`src/rtl/bsync_pkg.sv`:
```
// Shared constants and types for the character-synchronous receiver.
// Assumes: the sizes here are the defaults used by the top module.
package bsync_pkg;
    localparam int SYNC_MAX_DEF = 16;
    localparam int CHAR_MAX_DEF = 8;

    // Alignment state of the receiver
    typedef enum logic {
        LINE_HUNT   = 1'b0,
        LINE_FRAMED = 1'b1
    } line_state_e;
endpackage

```
`src/rtl/bsync_shifter.sv`:
```
// Bit history and sync comparator.
// Keeps the last SYNC_MAX line bits (newest in bit 0) and a saturating count
// of bits seen since the last clear. match_now is combinational and reports
// a match on the bit being taken in this cycle, so a match becomes visible in
// registered logic one cycle after the edge that takes the last pattern bit.
// Assumes: sync_len may be out of range; it is clamped to 2..SYNC_MAX.
module bsync_shifter #(
    parameter int SYNC_MAX = bsync_pkg::SYNC_MAX_DEF,
    localparam int LW = $clog2(SYNC_MAX + 1)
) (
    input  logic                clk,
    input  logic                rst_n,
    input  logic                bit_en,
    input  logic                bit_in,
    input  logic                clear,
    input  logic [LW-1:0]       sync_len,
    input  logic [SYNC_MAX-1:0] sync_pat,
    output logic                match_now
);
    logic [SYNC_MAX-1:0] hist_q;
    logic [SYNC_MAX-1:0] hist_next;
    logic [SYNC_MAX-1:0] win_mask;
    logic [LW-1:0]       fill_q;
    logic [LW-1:0]       fill_next;
    logic [LW-1:0]       eff_len;

    // Clamp the programmed length into the legal range
    always_comb begin
        if (sync_len < LW'(2))
            eff_len = LW'(2);
        else if (sync_len > LW'(SYNC_MAX))
            eff_len = LW'(SYNC_MAX);
        else
            eff_len = sync_len;
    end

    // One mask bit per window position, set below the effective length
    for (genvar i = 0; i < SYNC_MAX; i++) begin : g_mask
        assign win_mask[i] = (LW'(i) < eff_len);
    end

    // History and fill count as they will be after this bit
    always_comb begin
        hist_next = {hist_q[SYNC_MAX-2:0], bit_in};
        fill_next = (fill_q == LW'(SYNC_MAX)) ? fill_q : fill_q + LW'(1);
    end

    // Match only on a taken bit with enough history behind it
    assign match_now = bit_en && !clear && (fill_next >= eff_len) &&
                       (((hist_next ^ sync_pat) & win_mask) == '0);

    // Shift history and count bits, cleared on reset or hunt
    always_ff @(posedge clk) begin
        if (!rst_n || clear) begin
            hist_q <= '0;
            fill_q <= '0;
        end else if (bit_en) begin
            hist_q <= hist_next;
            fill_q <= fill_next;
        end
    end
endmodule

```
`src/rtl/bsync_framer.sv`:
```
// Character assembler.
// Packs line bits LSB first into a character of char_len bits. char_done
// and char_word are combinational for the bit being taken now. The word is
// masked to the effective length.
// Assumes: char_len is stable while a character is in progress and is
// clamped to 1..CHAR_MAX.
module bsync_framer #(
    parameter int CHAR_MAX = bsync_pkg::CHAR_MAX_DEF,
    localparam int LW = $clog2(CHAR_MAX + 1),
    localparam int CW = (CHAR_MAX > 1) ? $clog2(CHAR_MAX) : 1
) (
    input  logic                clk,
    input  logic                rst_n,
    input  logic                step,
    input  logic                bit_in,
    input  logic                clear,
    input  logic [LW-1:0]       char_len,
    output logic                char_done,
    output logic [CHAR_MAX-1:0] char_word
);
    logic [CW-1:0]       cnt_q;
    logic [CHAR_MAX-1:0] acc_q;
    logic [CHAR_MAX-1:0] acc_next;
    logic [LW-1:0]       eff_len;

    // Clamp the programmed length into the legal range
    always_comb begin
        if (char_len == '0)
            eff_len = LW'(1);
        else if (char_len > LW'(CHAR_MAX))
            eff_len = LW'(CHAR_MAX);
        else
            eff_len = char_len;
    end

    // Place the incoming bit at the current position and mask unused bits
    for (genvar i = 0; i < CHAR_MAX; i++) begin : g_pack
        assign acc_next[i]  = (cnt_q == CW'(i)) ? bit_in : acc_q[i];
        assign char_word[i] = (LW'(i) < eff_len) ? acc_next[i] : 1'b0;
    end

    // This bit closes the character when it fills the last position
    assign char_done = step && !clear && ((LW'(cnt_q) + LW'(1)) == eff_len);

    // Advance bit position, restart after each full character or on clear
    always_ff @(posedge clk) begin
        if (!rst_n || clear) begin
            cnt_q <= '0;
            acc_q <= '0;
        end else if (char_done) begin
            cnt_q <= '0;
            acc_q <= '0;
        end else if (step) begin
            cnt_q <= cnt_q + CW'(1);
            acc_q <= acc_next;
        end
    end
endmodule

```
`src/rtl/bsync_ctrl.sv`:
```
// Alignment control and output register.
// Moves from hunt to framed on a sync match, back to hunt on request, and
// registers the delivered character, dropping sync characters when
// stripping is on.
// Assumes: match and done come from the same taken bit in this cycle.
module bsync_ctrl #(
    parameter int CHAR_MAX = bsync_pkg::CHAR_MAX_DEF
) (
    input  logic                clk,
    input  logic                rst_n,
    input  logic                hunt_req,
    input  logic                match_now,
    input  logic                char_done,
    input  logic [CHAR_MAX-1:0] char_word,
    input  logic                strip_en,
    output logic                framed,
    output logic                acq_pulse,
    output logic                out_valid,
    output logic [CHAR_MAX-1:0] out_data
);
    import bsync_pkg::*;

    line_state_e state_q;

    assign framed = (state_q == LINE_FRAMED);

    // State and one-cycle strobes; the hunt request wins over a bit
    always_ff @(posedge clk) begin
        if (!rst_n) begin
            state_q   <= LINE_HUNT;
            acq_pulse <= 1'b0;
            out_valid <= 1'b0;
            out_data  <= '0;
        end else begin
            acq_pulse <= 1'b0;
            out_valid <= 1'b0;
            if (hunt_req) begin
                state_q <= LINE_HUNT;
            end else if (state_q == LINE_HUNT) begin
                if (match_now) begin
                    state_q   <= LINE_FRAMED;
                    acq_pulse <= 1'b1;
                end
            end else if (char_done) begin
                if (!(match_now && strip_en)) begin
                    out_valid <= 1'b1;
                    out_data  <= char_word;
                end
            end
        end
    end
endmodule

```
`src/rtl/bsync_rx.sv`:
```
// Character-synchronous receiver top.
// Hunts for a programmable sync pattern, then frames characters. The bit
// history keeps running in both states, so in-frame sync characters on a
// boundary can be recognised and optionally stripped.
// Assumes: configuration inputs change only while hunting.
module bsync_rx #(
    parameter int SYNC_MAX = bsync_pkg::SYNC_MAX_DEF,
    parameter int CHAR_MAX = bsync_pkg::CHAR_MAX_DEF,
    localparam int SLW = $clog2(SYNC_MAX + 1),
    localparam int CLW = $clog2(CHAR_MAX + 1)
) (
    input  logic                clk,
    input  logic                rst_n,
    input  logic                bit_en,
    input  logic                bit_in,
    input  logic [SLW-1:0]      sync_len,
    input  logic [SYNC_MAX-1:0] sync_pat,
    input  logic [CLW-1:0]      char_len,
    input  logic                strip_en,
    input  logic                hunt_req,
    output logic [CHAR_MAX-1:0] rx_data,
    output logic                rx_valid,
    output logic                sync_acq,
    output logic                in_sync
);
    logic                match_now;
    logic                char_done;
    logic [CHAR_MAX-1:0] char_word;
    logic                framer_clear;
    logic                framer_step;

    // Framing runs only while aligned; hunting keeps it empty
    assign framer_clear = hunt_req || !in_sync;
    assign framer_step  = bit_en && in_sync;

    bsync_shifter #(.SYNC_MAX(SYNC_MAX)) u_shift (
        .clk       (clk),
        .rst_n     (rst_n),
        .bit_en    (bit_en),
        .bit_in    (bit_in),
        .clear     (hunt_req),
        .sync_len  (sync_len),
        .sync_pat  (sync_pat),
        .match_now (match_now)
    );

    bsync_framer #(.CHAR_MAX(CHAR_MAX)) u_frame (
        .clk       (clk),
        .rst_n     (rst_n),
        .step      (framer_step),
        .bit_in    (bit_in),
        .clear     (framer_clear),
        .char_len  (char_len),
        .char_done (char_done),
        .char_word (char_word)
    );

    bsync_ctrl #(.CHAR_MAX(CHAR_MAX)) u_ctrl (
        .clk       (clk),
        .rst_n     (rst_n),
        .hunt_req  (hunt_req),
        .match_now (match_now),
        .char_done (char_done),
        .char_word (char_word),
        .strip_en  (strip_en),
        .framed    (in_sync),
        .acq_pulse (sync_acq),
        .out_valid (rx_valid),
        .out_data  (rx_data)
    );
endmodule

```
`config.mk`:
```
export PLATFORM = sky130hd
export DESIGN_NAME = bsync_rx
export DESIGN_NICKNAME = d
export VERILOG_FILES = /design/src/rtl/bsync_pkg.sv /design/src/rtl/bsync_shifter.sv /design/src/rtl/bsync_framer.sv /design/src/rtl/bsync_ctrl.sv /design/src/rtl/bsync_rx.sv
export SDC_FILE = /design/constraint.sdc
export NUM_CORES = 1
export LEC_CHECK = 0
export BUFFER_PORTS_ARGS = -buffer_cell sky130_fd_sc_hd__buf_2
export CAP_MARGIN = 20
export CORE_MARGIN = 2
export CORE_UTILIZATION = 50
export CTS_CLUSTER_SIZE = 28
export DETAILED_ROUTE_END_ITERATION = 8
export PLACE_DENSITY = 0.69
export SLEW_MARGIN = 15
export SYNTH_ARGS = -nofsm -noshare
export SYNTH_HDL_FRONTEND = slang
export SYNTH_HIERARCHICAL = 1
export SYNTH_SLANG_ARGS = --single-unit
```
`constraint.sdc`:
```
create_clock -name clk -period 4.6 [get_ports clk]
set_input_delay 0.46 -clock clk [delete_from_list [all_inputs] [get_ports clk]]
set_output_delay 0.46 -clock clk [all_outputs]
set_load 0.1 [all_outputs]
```
==> results.sh, run 1 <==
export IMPL_outcome="completed"
export IMPL_ys_async_sr_fraction_pct=0
export IMPL_nNetsFinal=382
export IMPL_hold_worst_slack_ns=0.413
export IMPL_die_area_um2=5980
export IMPL_final_layout_size_suffix_gt1_share_pct=24.2
export IMPL_grt_pass1_vias=2078
export IMPL_cts_buffer_depth=2
export IMPL_gr_total_overflow=0
export IMPL_yosys_warnings=6
export IMPL_cp_max_fo=9
export IMPL_ir_drop_v=0.000136
export IMPL_htree_levels=2
export IMPL_synth_edf_count=0
export IMPL_crit_chain="inv_1 > ha_1 > and4bb_2 > mux2_2 > ha_1 > a21o_1 > a211o_1 > a21oi_1 > a211oi_2 > a211oi_2 > mux2i_1"
export IMPL_first_pass_iters=4
export IMPL_grt_usage_pct=19.1
export IMPL_yosys_area_top_type="dfxtp_1"
export IMPL_critPathMaxStageDelay_ns=0.76
export IMPL_cts_resized=0
export IMPL_min_period_ns=3.37
export IMPL_ff2ff_path_depth=11
export IMPL_hold_class="in2reg"
export IMPL_core_um2=5140
export IMPL_worst_setup_path_type="reg2reg"
export IMPL_slowest_stage="a211oi_2"
export IMPL_setup_violations=0
export IMPL_grt_pass1_wl_um=9370
export IMPL_tightest_slew_ns=0.864
export IMPL_hpwlAfterDp_um=4030
export IMPL_synth_area_leaders="dfxtp_1 (31%), mux2i_1 (11%), xnor2_1 (7.2%), ha_1 (6.0%), nand2_1 (6.0%)"
export IMPL_numPortBuffers=41
export IMPL_clock_sinks=42
export IMPL_die_h_um=77.4
export IMPL_fmax_ghz=0.296
export IMPL_drt_iter0_drc=95
export IMPL_fp_dieW_um=77.4
export IMPL_insertion_delay_ns=0.30
export IMPL_grt_max_degree=23
export IMPL_cp_end_kind="register"
export IMPL_wl_per_cell_um=13.4
export IMPL_grt_antenna_before_repair=0
export IMPL_synth_yosys_seq_area_share_pct=31.3
export IMPL_ys_ff_latch=42
export IMPL_skew_ns=0.00489
export IMPL_cp_data_required_time_ns=4.83
export IMPL_rows=26
export IMPL_synth_area_um2=2690
export IMPL_diodes=0
export IMPL_routed_wl_um=5460
export IMPL_cts_reportedPaths_clkPinSlew_ns=0.09
export IMPL_post_route_drc_count=0
export IMPL_p_leak_nw=1.17
export IMPL_maxSlewHeadroom_pct=42.3
export IMPL_syn_num_nets=350
export IMPL_slew_violations=0
export IMPL_min_period_over_period_pct=73.3
export IMPL_ys_types=49
export IMPL_pin_count=42
export IMPL_start_util_pct=52.3
export IMPL_synth_top_cell_area_share_pct=31.3
export IMPL_cp_arrival_ns=3.60
export IMPL_synth_area_per_cell_um2=8.79
export IMPL_post_cts_buffers=0
export IMPL_tritoncts="yes"
export IMPL_power_density_nw_per_um2=235
export IMPL_synth_flop_cell="dfxtp_1"
export IMPL_cts_root_buf="clkbuf_8"
export IMPL_rsz0062_at_grt="false"
export IMPL_fin_cells=409
export IMPL_vias=2171
export IMPL_syn_inst=306
export IMPL_cts_buffers=5
export IMPL_startpoint_type="register"
export IMPL_dp_cells=401
export IMPL_max_cap_violations=0
export IMPL_holdBufCountCts=0
export IMPL_ant_nets=0
export IMPL_gp_congestion=0.845
export IMPL_hold_violations=0
export IMPL_worstHoldPathCells=2
export IMPL_finalSetupTns_ns=0
export IMPL_via_per_inst=5.31
export IMPL_fillerInstances=509
export IMPL_syn_to_final_growth_pct=10.6
==> cell type report <==
cell class,instances,area (µm²),share of cell area (%)
Clock buffer,5,68.8,2.31
Clock inverter,3,25.0,0.841
Multi-Input combinational cell,239,1710,57.3
Inverter,7,26.3,0.883
Timing Repair Buffer,43,220,7.40
Tap cell,70,87.6,2.94
Sequential cell,42,841,28.3
==> flip-flops by register name, indices dropped and copies added (netlist names) <==
name	flops
u_ctrl/acq_pulse	1
u_frame/acc_q	8
u_shift/fill_q	5
u_frame/cnt_q	3
u_ctrl/out_data	8
u_ctrl/out_valid	1
u_shift/hist_q	15
u_ctrl/framed	1
==> report_power, final <==
group | total, mW | leakage, nW | switching [mW] | internal (mW)
Clock | 0.252 | 0.0447 | 0.143 | 0.110
Combinational | 0.0800 | 0.787 | 0.0455 | 0.0345
Sequential | 0.365 | 0.338 | 0.00129 | 0.364
==> cells in the final DEF, fill, tap and decap left out, types with 2 or more instances in the layout <==
cell type,synthesis,layout
nor3b_1,3,3
buf_4,4,2
ha_1,13,13
nand4_1,2,2
clkbuf_8,0,5
a21oi_1,12,12
and4bb_2,2,2
o21ai_0,5,5
nand3_1,9,9
buf_2,6,41
nand2b_1,5,5
a21o_1,2,2
dfxtp_1,42,42
inv_1,7,7
mux2_2,9,9
o211ai_1,2,2
xor2_1,6,6
xnor2_1,22,22
nor3_1,3,3
o21ai_1,2,2
mux2i_1,29,29
and2_1,2,2
nand3b_1,3,3
a21oi_2,10,10
nor2_1,30,30
nand2_1,43,43
nor2b_1,3,3
a211oi_2,3,3
==> worst max-delay path: cells and delay by family, from the launching register on <==
kind | cells | cell delay [ns]
simple gates | 1 | 0.25
compound gates | 5 | 1.47
buf+inv | 1 | 0.10
fa+ha+maj | 2 | 0.49
mux | 2 | 0.55
flops | 1 | 0.42
==> layer usage <==
metal | share of wire [%] | track usage, % | vias to the layer above
met1 | 44 | 22.9 | 1027
met2 | 52 | 35.4 | 34
met4 | 0.68 | 4.29 | 0
met5 | 0 | 0 | -
li1 | - | - | 1105
met3 | 3.1 | 3.26 | 5
==> cell families after synthesis <==
| group | synth area share (%) |
|---|---|
| AOI/OAI and AO/OA | 11.9 |
| DFF | 31.3 |
| and+or+nand+nor | 21.8 |
| muxes | 14.6 |
| xor gates and xnor gates | 9.12 |
| adders and majority gates | 6.05 |
| buffers and inverters | 5.35 |
==> synth_stat cells (2+ instances only) <==
| cell | instances |
|---|---|
| nand2_1 | 43 |
| dfxtp_1 | 42 |
| nor2_1 | 30 |
| mux2i_1 | 29 |
| xnor2_1 | 22 |
| ha_1 | 13 |
| a21oi_1 | 12 |
| a21oi_2 | 10 |
| mux2_2 | 9 |
| nand3_1 | 9 |
| inv_1 | 7 |
| buf_2 | 6 |
| xor2_1 | 6 |
| nand2b_1 | 5 |
| o21ai_0 | 5 |
| buf_4 | 4 |
| clkbuf_1 | 4 |
| a211oi_2 | 3 |
| buf_6 | 3 |
| nand3b_1 | 3 |
| nor2b_1 | 3 |
| nor3_1 | 3 |
| nor3b_1 | 3 |
| a21o_1 | 2 |
| and2_1 | 2 |
| and4bb_2 | 2 |
| nand4_1 | 2 |
| o211ai_1 | 2 |
| o21ai_1 | 2 |
==> worst paths after layout <==
check / from / to / slack (ns)
setup / recovery: u_shift/fill_q[0]$_SDFFE_PP0P_ / u_ctrl/out_data[0]$_SDFFE_PN0P_ / 1.23
setup reg to reg: u_shift/fill_q[0]$_SDFFE_PP0P_ / u_ctrl/out_data[0]$_SDFFE_PN0P_ / 1.23
hold / removal: hunt_req / u_ctrl/framed$_SDFF_PP0_ / 0.41
hold reg to reg: u_ctrl/out_data[6]$_SDFFE_PN0P_ / u_ctrl/out_data[6]$_SDFFE_PN0P_ / 0.46
==> through the flow <==
stage | utilization (%) | worst slack [ns] | cell area, µm² | total power [mW]
floorplan | - | 1.88 | 2690 | 0.429
global placement | 56.0 | 1.36 | 2880 | 0.452
detailed placement | 56.0 | 1.22 | 2880 | 0.454
CTS | 57.9 | 1.19 | 2970 | 0.706
global route | 57.9 | 1.01 | 2970 | 0.725
finish | 57.9 | 1.23 | 2970 | 0.698
No activity file was read; power rests on OpenSTA's default activity.
==> run 2, diff against run 1 <==
- PLACE_DENSITY: 0.69 -> 0.71
- clock period: 4.6 -> 2.9 ns (I/O delays scaled with it)
==> run 2 against run 1 <==
Against the previous run:
- combinational power rose by 69%
- via count rose by 1.8%
- worst setup slack got worse by 1.1 ns
- sequential power rose by 59%
- clock skew fell by 0.0011 ns
- register-to-register slack got worse by 1.1 ns
- first-iteration DRC count rose by 1.1%
- core utilization rose by 2.1 points
- maximum frequency rose by 23%
- design area rose by 3.7%
- critical endpoint is now u_ctrl/out_data[7]$_SDFFE_PN0P_
- largest cell class unchanged
- highest routed layer unchanged
==> results.sh, run 2 (synthesis gave the netlist of run 1 again) <==
export IMPL_critPathMaxStageDelay_ns=0.34
export IMPL_gr_total_overflow=0
export IMPL_pin_count=42
export IMPL_cts_reportedPaths_clkPinSlew_ns=0.08
export IMPL_nNetsFinal=391
export IMPL_maxSlewHeadroom_pct=47.8
export IMPL_ant_nets=0
export IMPL_diodes=0
export IMPL_grt_pass1_vias=2036
export IMPL_busiest_layer="met2"
export IMPL_worstHoldEndpoint="u_ctrl/framed$_SDFF_PP0_"
export IMPL_cp_num_cells=13
export IMPL_grt_use_met1_pct=25.5
export IMPL_top_register="u_shift/hist_q"
export IMPL_die_h_um=77.4
export IMPL_cp_end_kind="register"
export IMPL_power_mw=1.19
export IMPL_holdBufCountCts=0
export IMPL_outcome="completed"
export IMPL_post_cts_buffers=0
export IMPL_fillerInstances=498
export IMPL_routed_wl_um=5650
export IMPL_grt_usage_pct=19.9
export IMPL_largest_reg_flops=15
export IMPL_cts_buffers=5
export IMPL_vias=2209
export IMPL_worst_setup_path_type="reg2reg"
export IMPL_worstHoldPathCells=2
export IMPL_cp_max_fo=5
export IMPL_setup_violations=0
export IMPL_slowest_stage="dfxtp_2"
export IMPL_crit_start="u_shift/fill_q[0]$_SDFFE_PP0P_"
export IMPL_min_period_over_period_pct=94.8
export IMPL_r2r_start="u_shift/fill_q[0]$_SDFFE_PP0P_"
export IMPL_skew_ns=0.00381
export IMPL_critPathTopFamily="compound AO/OA/AOI/OAI gates"
export IMPL_place_area_um2=2940
export IMPL_largestRegisters="u_shift/hist_q x15, u_ctrl/out_data x8, u_frame/acc_q x8"
export IMPL_cp_data_required_time_ns=3.13
export IMPL_grt_met2_usage_pct=33.3
export IMPL_fin_area_um2=3080
export IMPL_fin_cells=418
export IMPL_reg2reg_to="u_ctrl/out_data[7]$_SDFFE_PN0P_"
export IMPL_hold_class="in2reg"
export IMPL_mostFrequentLayoutCells="nand2_1 (43), buf_2 (41), dfxtp_1 (41)"
export IMPL_gp_congestion=0.818
export IMPL_rrSetupSlack_ns=0.15
export IMPL_fmax_ghz=0.364
export IMPL_hold_path_startpoint="hunt_req"
export IMPL_drt_iter0_drc=96
export IMPL_dp_cells=409
export IMPL_grt_pass1_wl_um=9560
export IMPL_rsz0062_at_grt="false"
export IMPL_die_area_um2=5980
export IMPL_cts_root_buf="clkbuf_8"
export IMPL_crit_chain="inv_2 > ha_1 > and4bb_2 > xnor2_1 > ha_1 > nand2b_1 > a21o_1 > a211o_1 > a21oi_2 > a211oi_2 > a211oi_2 > buf_6 > mux2i_1"
export IMPL_cts_buffer_depth=2
export IMPL_core_um2=5140
export IMPL_ir_drop_v=0.000286
export IMPL_power_density_nw_per_um2=385
export IMPL_numPortBuffers=41
export IMPL_gr_usage_met3_pct=3.60
export IMPL_startpoint_type="register"
export IMPL_start_util_pct=52.3
export IMPL_hold_violations=0
export IMPL_grt_max_degree=22
export IMPL_tritoncts="yes"
export IMPL_via_per_inst=5.28
export IMPL_insertion_delay_ns=0.30
export IMPL_clock_sinks=42
export IMPL_path_buf_inv=2
export IMPL_slew_violations=0
export IMPL_cp_arrival_ns=2.98
export IMPL_fp_dieW_um=77.4
export IMPL_grt_antenna_before_repair=0
export IMPL_layout_commonest_cell="nand2_1"
export IMPL_first_pass_iters=4
export IMPL_hpwlAfterDp_um=4040
export IMPL_max_cap_violations=0
export IMPL_min_period_ns=2.75
export IMPL_wl_per_cell_um=13.5
export IMPL_syn_to_final_growth_pct=14.6
export IMPL_ff2ff_path_depth=13
export IMPL_tightest_slew_ns=0.783
export IMPL_rows=26
export IMPL_htree_levels=2
export IMPL_final_layout_size_suffix_gt1_share_pct=27.0
export IMPL_post_route_drc_count=0
export IMPL_p_leak_nw=1.23
[run 2: how the worst max path moves through the flow]
stage	to	slack, ns
after floorplan	u_ctrl/out_data[0]$_SDFFE_PN0P_	0.18
after global placement	u_ctrl/out_data[5]$_SDFFE_PN0P_	0.12
after detailed placement	u_ctrl/out_data[7]$_SDFFE_PN0P_	-0.01
after CTS	u_ctrl/out_data[7]$_SDFFE_PN0P_	0.02
after global routing	u_ctrl/out_data[7]$_SDFFE_PN0P_	0.008
final	u_ctrl/out_data[7]$_SDFFE_PN0P_	0.15
[run 2: final cells by class]
class | instances | area, µm² | area share, %
repair buffers | 52 | 292 | 9.46
multi-input cells | 239 | 1730 | 56.0
inverters | 7 | 26.3 | 0.852
clock inverters | 2 | 37.5 | 1.22
clock buffers | 6 | 72.6 | 2.35
flip-flops and latches | 42 | 842 | 27.3
well taps | 70 | 87.6 | 2.84
[run 2: through the flow]
stage / worst slack [ns] / hold WS (ns) / TNS, ns / util [%]
after CTS: 0.0239 / 0.233 / 0 / 59.5
after detailed placement: -0.00986 / 0.453 / -0.0277 / 57.2
after global routing: 0.00830 / 0.232 / 0 / 60.0
after global placement: 0.122 / 0.444 / 0 / 57.2
final: 0.149 / 0.235 / 0 / 60.0
after floorplan: 0.178 / 0.366 / 0 / -
[run 2: where the power goes]
group	internal, mW	switching (mW)	total [mW]	leakage, nW
clock	0.257	0.216	0.473	0.0514
combinational	0.0590	0.0760	0.135	0.838
sequential	0.578	0.00116	0.579	0.339
total	0.894	0.293	1.19	1.23
[run 2: layer usage]
layer  vias up  wire length (µm)
met5         -                 0
met1      1024              2580
li1       1126                 -
met2        50              2710
met3         9               259
met4         0                92
[run 2: what timing repair did]
action                                  CTS  global route
pin swaps                                 0             4
resized for setup                         2             5
endpoints found under the setup margin    8             9
cloned                                    0             1
